<file path="src/rtl/clkctl_pkg.sv">
package clkctl_pkg;

  // Address map
  localparam int MODE_KEYA_ADDR = 0;
  localparam int MODE_DATA_ADDR = 1;
  localparam int MODE_KEYB_ADDR = 2;
  localparam int PWR_KEY_ADDR   = 3;
  localparam int PWR_DATA_ADDR  = 4;

  // Key values
  localparam int MODE_KEY1 = 'hAA;
  localparam int MODE_KEY2 = 'h55;
  localparam int PWR_KEY1  = 'h01;
  localparam int PWR_KEY2  = 'hF4;

  // Reset contents
  localparam int MODE_RST = 'h00;
  localparam int PWR_RST  = 'h03;

  // Power register field positions
  localparam int PD_BIT = 3;

  typedef enum logic [1:0] {
    UNL_IDLE   = 2'd0,
    UNL_ARMED  = 2'd1,
    UNL_STAGED = 2'd2
  } unlock_t;

endpackage

</file>
<file path="src/rtl/clkctl_keyed_reg.sv">
module clkctl_keyed_reg
  import clkctl_pkg::*;
#(
  parameter int ADDR_W  = 4,
  parameter int DATA_W  = 8,
  parameter int K1_ADDR = 0,
  parameter int K1_VAL  = 0,
  parameter int D_ADDR  = 1,
  parameter int K2_ADDR = 2,
  parameter int K2_VAL  = 0,
  parameter int RST_VAL = 0
) (
  input  logic              clk,
  input  logic              rst_n,
  input  logic              wr_en,
  input  logic [ADDR_W-1:0] wr_addr,
  input  logic [DATA_W-1:0] wr_data,
  output logic [DATA_W-1:0] q
);

  unlock_t           st;
  logic [DATA_W-1:0] staged;
  logic              hit_k1, hit_data, hit_k2;

  always_comb begin
    hit_k1   = (wr_addr == ADDR_W'(K1_ADDR)) && (wr_data == DATA_W'(K1_VAL));
    hit_data = (wr_addr == ADDR_W'(D_ADDR));
    hit_k2   = (wr_addr == ADDR_W'(K2_ADDR)) && (wr_data == DATA_W'(K2_VAL));
  end

  always_ff @(posedge clk) begin
    if (!rst_n) begin
      st     <= UNL_IDLE;
      staged <= '0;
      q      <= DATA_W'(RST_VAL);
    end else if (wr_en) begin
      case (st)
        UNL_IDLE: begin
          if (hit_k1) st <= UNL_ARMED;
        end
        UNL_ARMED: begin
          if (hit_data) begin
            st     <= UNL_STAGED;
            staged <= wr_data;
          end else begin
            st <= UNL_IDLE;
          end
        end
        UNL_STAGED: begin
          if (hit_k2) q <= staged;
          st     <= UNL_IDLE;
          staged <= '0;
        end
        default: begin
          st     <= UNL_IDLE;
          staged <= '0;
        end
      endcase
    end
  end

endmodule

</file>
<file path="src/rtl/clkctl_en_div.sv">
module clkctl_en_div #(
  parameter int CD_W   = 3,
  parameter int CD_MAX = 6,
  parameter int CD_RST = 3
) (
  input  logic            clk,
  input  logic            rst_n,
  input  logic [CD_W-1:0] cd_raw,
  output logic            en,
  output logic [CD_W-1:0] cd_act
);

  localparam int CNT_W = (CD_MAX < 1) ? 1 : CD_MAX;

  logic [CD_W-1:0]  cd_req;
  logic [CNT_W-1:0] cnt;
  logic [CNT_W-1:0] lim;

  // Reserved codes above CD_MAX fall back to the slowest legal ratio
  always_comb begin
    cd_req = (cd_raw > CD_W'(CD_MAX)) ? CD_W'(CD_MAX) : cd_raw;
    lim    = (CNT_W'(1) << cd_act) - CNT_W'(1);
    en     = (cnt == lim);
  end

  always_ff @(posedge clk) begin
    if (!rst_n) begin
      cnt    <= '0;
      cd_act <= CD_W'(CD_RST);
    end else if (en) begin
      cnt    <= '0;
      cd_act <= cd_req;
    end else begin
      cnt <= cnt + CNT_W'(1);
    end
  end

endmodule

</file>
<file path="src/rtl/clkctl_keyed.sv">
module clkctl_keyed
  import clkctl_pkg::*;
#(
  parameter int ADDR_W = 4,
  parameter int DATA_W = 8,
  parameter int CD_W   = 3,
  parameter int CD_MAX = 6
) (
  input  logic              clk,
  input  logic              rst_n,
  input  logic              wr_en,
  input  logic [ADDR_W-1:0] wr_addr,
  input  logic [DATA_W-1:0] wr_data,
  output logic [DATA_W-1:0] mode_q,
  output logic [DATA_W-1:0] pwr_q,
  output logic              core_en,
  output logic [CD_W-1:0]   cur_div,
  output logic              pdown_req
);

  clkctl_keyed_reg #(
    .ADDR_W(ADDR_W), .DATA_W(DATA_W),
    .K1_ADDR(MODE_KEYA_ADDR), .K1_VAL(MODE_KEY1),
    .D_ADDR(MODE_DATA_ADDR),
    .K2_ADDR(MODE_KEYB_ADDR), .K2_VAL(MODE_KEY2),
    .RST_VAL(MODE_RST)
  ) u_mode (
    .clk(clk), .rst_n(rst_n), .wr_en(wr_en),
    .wr_addr(wr_addr), .wr_data(wr_data), .q(mode_q)
  );

  clkctl_keyed_reg #(
    .ADDR_W(ADDR_W), .DATA_W(DATA_W),
    .K1_ADDR(PWR_KEY_ADDR), .K1_VAL(PWR_KEY1),
    .D_ADDR(PWR_DATA_ADDR),
    .K2_ADDR(PWR_KEY_ADDR), .K2_VAL(PWR_KEY2),
    .RST_VAL(PWR_RST)
  ) u_pwr (
    .clk(clk), .rst_n(rst_n), .wr_en(wr_en),
    .wr_addr(wr_addr), .wr_data(wr_data), .q(pwr_q)
  );

  clkctl_en_div #(
    .CD_W(CD_W), .CD_MAX(CD_MAX), .CD_RST(PWR_RST)
  ) u_div (
    .clk(clk), .rst_n(rst_n),
    .cd_raw(pwr_q[CD_W-1:0]),
    .en(core_en), .cd_act(cur_div)
  );

  assign pdown_req = pwr_q[PD_BIT];

endmodule

</file>
<file path="config.mk">
export PLATFORM = sky130hd
export DESIGN_NAME = clkctl_keyed
export DESIGN_NICKNAME = d
export VERILOG_FILES = /design/src/rtl/clkctl_pkg.sv /design/src/rtl/clkctl_keyed_reg.sv /design/src/rtl/clkctl_en_div.sv /design/src/rtl/clkctl_keyed.sv
export SDC_FILE = /design/constraint.sdc
export NUM_CORES = 1
export LEC_CHECK = 0
export ABC_CLOCK_PERIOD_IN_PS = 2590
export BUFFER_PORTS_ARGS = -buffer_cell sky130_fd_sc_hd__clkbuf_2
export CAP_MARGIN = 15
export CELL_PAD_IN_SITES_DETAIL_PLACEMENT = 0
export CELL_PAD_IN_SITES_GLOBAL_PLACEMENT = 1
export CORE_MARGIN = 5
export CORE_UTILIZATION = 42
export CTS_CLUSTER_SIZE = 20
export DETAILED_ROUTE_END_ITERATION = 10
export PLACE_DENSITY_LB_ADDON = 0.1
export REMOVE_ABC_BUFFERS = 1
export SYNTH_ARGS = -nofsm -noshare
export SYNTH_HDL_FRONTEND = slang
export SYNTH_SLANG_ARGS = --single-unit
</file>
<file path="constraint.sdc">
create_clock -name clk -period 2.59 [get_ports clk]
set_input_delay 0.259 -clock clk [delete_from_list [all_inputs] [get_ports clk]]
set_output_delay 0.259 -clock clk [all_outputs]
set_load 0.03 [all_outputs]
</file>
After elaboration in Yosys (flattened, before gate mapping)
Index checks and enable logic that the tools add are counted.
{"block": "word_totals", "register_bits": 45, "latch_bits": 0, "ram_bits": 0, "rom_bits": 0, "in_bits": 15, "out_inout_bits": 21, "n_memories": 0}
{"block": "classes", "add_sub_neg": 2, "multipliers": 0, "div": 0, "magnitude_cmp": 1, "n_eq_ne": 17, "n_shift": 1, "mux": 11, "bitwise_logic": 3, "reduce_logical": 14}
{"op": "8-bit case mux with 2 select lines", "count": 2}
{"op": "8-bit == test (second input constant)", "count": 2}
{"op": "8-bit 2-to-1 mux", "count": 2}
{"op": "3-bit AND reduction", "count": 4}
{"op": "4-bit by 2-bit == test with 1-bit output (second input constant)", "count": 2}
{"op": "8-bit by 1-bit == test with 1-bit output (second input constant)", "count": 1}
{"op": "8-bit by 7-bit == test with 1-bit output (second input constant)", "count": 1}
{"op": "2-bit 2-to-1 mux", "count": 4}
{"op": "2-bit by 1-bit inequality test with 1-bit output (second input constant)", "count": 4}
{"op": "2-bit case mux with 2 select lines", "count": 2}
{"op": "6-bit by 1-bit adder with 6-bit output (second input constant)", "count": 1}
{"op": "6-bit == test", "count": 1}
{"op": "1-bit by 3-bit left shift with 6-bit output (first input constant)", "count": 1}
{"op": "6-bit by 2-bit subtractor with 6-bit output (second input constant)", "count": 1}
{"op": "2-bit by 1-bit == test with 1-bit output (second input constant)", "count": 2}
{"op": "2-bit == test (second input constant)", "count": 2}
{"op": "4-bit by 1-bit == test with 1-bit output (second input constant)", "count": 1}
{"op": "4-bit by 3-bit == test with 1-bit output (second input constant)", "count": 1}
{"op": "1-bit logical AND", "count": 4}
{"op": "2-bit zero test", "count": 2}
{"op": "4-bit zero test", "count": 1}
{"op": "2-bit AND reduction", "count": 2}
{"op": "3-bit greater-than comparator (second input constant)", "count": 1}
{"op": "3-bit 2-to-1 mux", "count": 1}
{"op": "2 further kinds", "count": 4}

Longest topological paths before layout
{"block": "logic_depth", "ltp_word": 4, "depth_mapped": 10}

Modules after synthesis
Synthesis repeated with hierarchy kept, for this count alone.
{"block": "hier_totals", "cells_unflattened": 177, "area_unflattened_um2": 1934.4}
{"mod": "clkctl_keyed_reg at u_mode", "n_inst": 1, "cells_per_inst": 62, "area_per_inst_um2": 748.2, "seq_area_each_um2": 360.3}
{"mod": "clkctl_keyed_reg at u_pwr", "n_inst": 1, "cells_per_inst": 61, "area_per_inst_um2": 689.4, "seq_area_each_um2": 360.3}
{"mod": "clkctl_en_div", "n_inst": 1, "cells_per_inst": 53, "area_per_inst_um2": 489.2, "seq_area_each_um2": 180.2}
{"mod": "clkctl_keyed", "n_inst": 1, "cells_per_inst": 1, "area_per_inst_um2": 7.5, "seq_area_each_um2": 0.0}

Worst setup path before layout
Ideal clock, no wire load.
{"block": "synth_path", "path_type": "register to register", "start": "register u_div.cd_act[1]", "end": "register u_div.cnt[1]", "setup_ns": 0.116, "arrival_ns": 2.221, "required_time_ns": 2.474, "slack_ns": 0.254, "path_stages_with_launch": 10, "period_less_slack_ns": 2.336, "cell_sequence": "dfxtp_1 -> buf_6 -> or3_1 -> ha_1 -> o211a_1 -> a211oi_1 -> xnor2_1 -> nor4b_2 -> buf_4 -> and3b_1"}
{"block": "synth_between", "elab_chain_len": 4}
{"item": "start: declaration", "line_no": "clkctl_en_div.sv:10", "text": "output logic [CD_W-1:0] cd_act"}
{"item": "start signal: assignment", "line_no": "clkctl_en_div.sv:29", "text": "cd_act <= CD_W'(CD_RST);"}
{"item": "start signal: assignment", "line_no": "clkctl_en_div.sv:32", "text": "cd_act <= cd_req;"}
{"item": "1-bit by 3-bit left shift with 6-bit output", "line_no": "clkctl_en_div.sv:22", "text": "lim = (CNT_W'(1) << cd_act) - CNT_W'(1);"}
{"item": "6-bit by 2-bit subtractor with 6-bit output", "line_no": "clkctl_en_div.sv:22"}
{"item": "6-bit == test", "line_no": "clkctl_en_div.sv:23", "text": "en = (cnt == lim);"}
{"item": "net core_en", "line_no": "clkctl_keyed.sv:16", "text": "output logic core_en,"}
{"item": "2-bit OR reduction (no line)"}
{"item": "end signal: assignment", "line_no": "clkctl_en_div.sv:34", "text": "cnt <= cnt + CNT_W'(1);"}
{"item": "end: declaration", "line_no": "clkctl_en_div.sv:16", "text": "logic [CNT_W-1:0] cnt;"}
The timed path passes the listed nets, and every way through them passes these cells.
A chain may end at the register's enable or synchronous reset.

Worst setup path in the final report
{"block": "layout_path", "start": "register u_div.cd_act[2]", "end": "output core_en"}
{"block": "layout_between", "elab_chain_len": 3}
{"item": "1-bit by 3-bit left shift with 6-bit output", "line_no": "clkctl_en_div.sv:22"}
{"item": "6-bit by 2-bit subtractor with 6-bit output", "line_no": "clkctl_en_div.sv:22"}
{"item": "6-bit == test", "line_no": "clkctl_en_div.sv:23"}
{"item": "end: declaration", "line_no": "clkctl_keyed.sv:16"}
Every way passes these cells.

==> metrics.cfg <==
[cts]
cts.sinks = 45
cts_made_buffers = 5
ctsHoldBuffers = 0
clk_pin_slew_worst_paths_ns = 0.08
h-tree-depth = 2
clkLatencyLatePin_ns = 0.29
clockBufferDepth = 2
cts_tree = built
ctsRootBufferMaster = clkbuf_8
cts_setup_buffers = 0

[routing]
wl_per_cell_um = 13.99
ant_nets = 0
firstDrtPassIters = 4
drc_errors = 0
wl_um = 4281
vias_per_cell = 5.111
first_iter_violations = 49
vias = 1564

[grt]
overflow = 0
grtUsageMet3_pct = 3.950
globalRouteMet2Util_pct = 21.45
grt_pass1_vias = 1532
grt_use_met1_pct = 19.03
antenna_found_initial = 0
grt_use_total_pct = 14.19
grt_busiest_layer = met2
grt_pass1_wl_um = 7148
grt_start_max_net_pins = 49

[setup_path]
cp_num_buf_inv = 1
arrival_ns = 2.21
critPathSlowestCell = or3_4
cp_max_fo = 9
end_kind = primary output
critPathTopFamily = simple AND/OR/NAND/NOR gates
cpPeakStageDelay_ns = 0.41
critPathLaunchType = flip-flop
crit_type = flip-flop to primary output
cp_cell_sequence = or3_4 -> ha_4 -> nor4b_4 -> a211oi_2 -> xnor2_1 -> nor4b_2 -> buf_4
required_ns = 2.33

[yosys]
ys_warn_count = 0
synth_flop_cell = dfxtp_1
ys_ff_latch = 45
ys_types = 35
synth_edf_count = 0
synthCells = 207
ys_async_sr_fraction_pct = 0
syn_avg_cell_area_sq_um = 9.858
synth_area_sq_um = 2041
seq_area_frac_synth_pct = 44.14

[sta]
hold_viol_final = 0
tightest_slew_ns = 0.7340
slew_headroom_pct = 50.70
finClkSkew_ns = 0.005563
drv_slew = 0
fin_crit_sh_pct = 95.35
fin_crit_ns = 2.470
tns_ns = 0
setup_viol_count_final = 0
clock.fmax_mhz = 404.9

[floorplan]
fp.dieW_um = 79.71
die-area_sq_um = 6353
row_count = 25
ios = 36
core_sq_um = 4723
start_util_pct = 43.21
fp.dieH_um = 79.71

[layout]
n_fill_cell = 455
n_antenna_cell = 0
nNetsFinal = 255
mostFrequentLayoutCells = 42 x dfxtp_1, 35 x nor2b_1, 34 x clkbuf_2, 19 x mux2i_1
drive_gt1_share_pct = 22.18
multi_input_area_sq_um = 1117
seqCellArea_sq_um = 904.6
syn_to_final_growth_pct = 16.19
fin_cells = 306
layout_commonest_cell = dfxtp_1

[status]
outcome = finished, final reports clean

[job]
maxCapViolCount = 0

[power]
powerDensity_nw_per_um2 = 494.0
p_leak_nw = 0.8375
max-vdd-ir-drop_uv = 276.8
p_total_mw = 1.171

[placed_design]
placed_cells = 298
gp_congestion = 0.8471
place_hpwl_um = 3117
io_buffer_count = 35

[worst_hold_path]
min_path_type = input port to flip-flop

-- repair_timing --
item | CTS | global route
endpoints found under the setup margin | 1 | 1
pin swaps | 0 | 2
resized for setup | 7 | 4
-- power breakdown --
part	switching [mW]	internal [mW]
combinational	0.0349	0.0290
sequential	0.00610	0.696
clock	0.214	0.192
-- logic make-up (layout without fill, tap and decap cells) --
group	Yosys count	count (layout)	synth area share [%]
DFF	45	45	44.14
xor gates and xnor gates	9	9	3.863
adders and majority gates	2	2	1.226
buffers and inverters	12	44	2.943
muxes	19	19	9.319
AOI/OAI and AO/OA	30	30	10.48
and+or+nand+nor	90	90	28.02
-- cell usage after synthesis, drive strengths merged (4+ instances only) --
library cell,n,area share [%]
nor2,7,1.3
a22oi,14,5.2
nor2b,35,11
o21ai,5,1.2
dfxtp,45,44
clkbuf,9,1.7
mux2i,19,9.3
nand2,14,2.6
nor3b,6,2.2
nand3,7,2.3
nor3,5,1.8
nor4b,4,2.0
xnor2,6,2.6
-- per-layer routing --
layer  wire length (um)  vias up
met5                  0        -
met3                203        8
met4                 60        0
met1               2052      733
li1                   -      792
met2               1964       31
-- registers in the layout (all words and copies together), names as in the netlist --
signal,count
u_div.cd_act,3
u_pwr.st,2
u_mode.st,2
u_div.cnt,6
u_pwr.staged,8
u_mode.staged,8
u_pwr.q,8
u_mode.q,8
-- path summary, 6_finish.rpt --
path,from,end,slack [ns],cells past startpoint
max reg2reg,u_div.cd_act[2]$_SDFFE_PN0N_,u_div.cnt[1]$_SDFF_PP0_,0.37,8
min,wr_data[5],u_mode.staged[5]$_SDFFE_PN0P_,0.28,3
max,u_div.cd_act[2]$_SDFFE_PN0N_,core_en,0.12,7
min reg2reg,u_mode.staged[6]$_SDFFE_PN0P_,u_mode.staged[6]$_SDFFE_PN0P_,0.47,2
-- worst reg2reg max path: stages (launching register included) --
cell,delay [ns]
dfxtp_2,0.37
or3_4,0.41
ha_4,0.19
nor4b_4,0.22
a211oi_2,0.08
xnor2_1,0.14
nor4b_2,0.30
buf_4,0.23
and3b_1,0.19
-- through the flow --
step           instance area [sq um]  utilization (%)  setup WS (ns)  hold WS (ns)
2_1_floorplan                   1981                -        -0.4374        0.3209
3_3_place_gp                    2247            47.58         0.3222        0.4614
3_5_place_dp                    2247            47.58         0.2020        0.4663
4_1_cts                         2347            49.70        0.04773        0.2807
5_1_grt                         2371            50.20      -0.001746        0.2935
6_report                        2371            50.20         0.1204        0.2838
-- layout make-up --
type | count | share of cell area, %
clock buffer | 8 | 3.377
multi-input combinational | 150 | 47.12
sequential | 45 | 38.15
tap | 67 | 3.536
timing repair buffer | 36 | 7.810
Note: power is estimated with default switching activity, not from simulation.
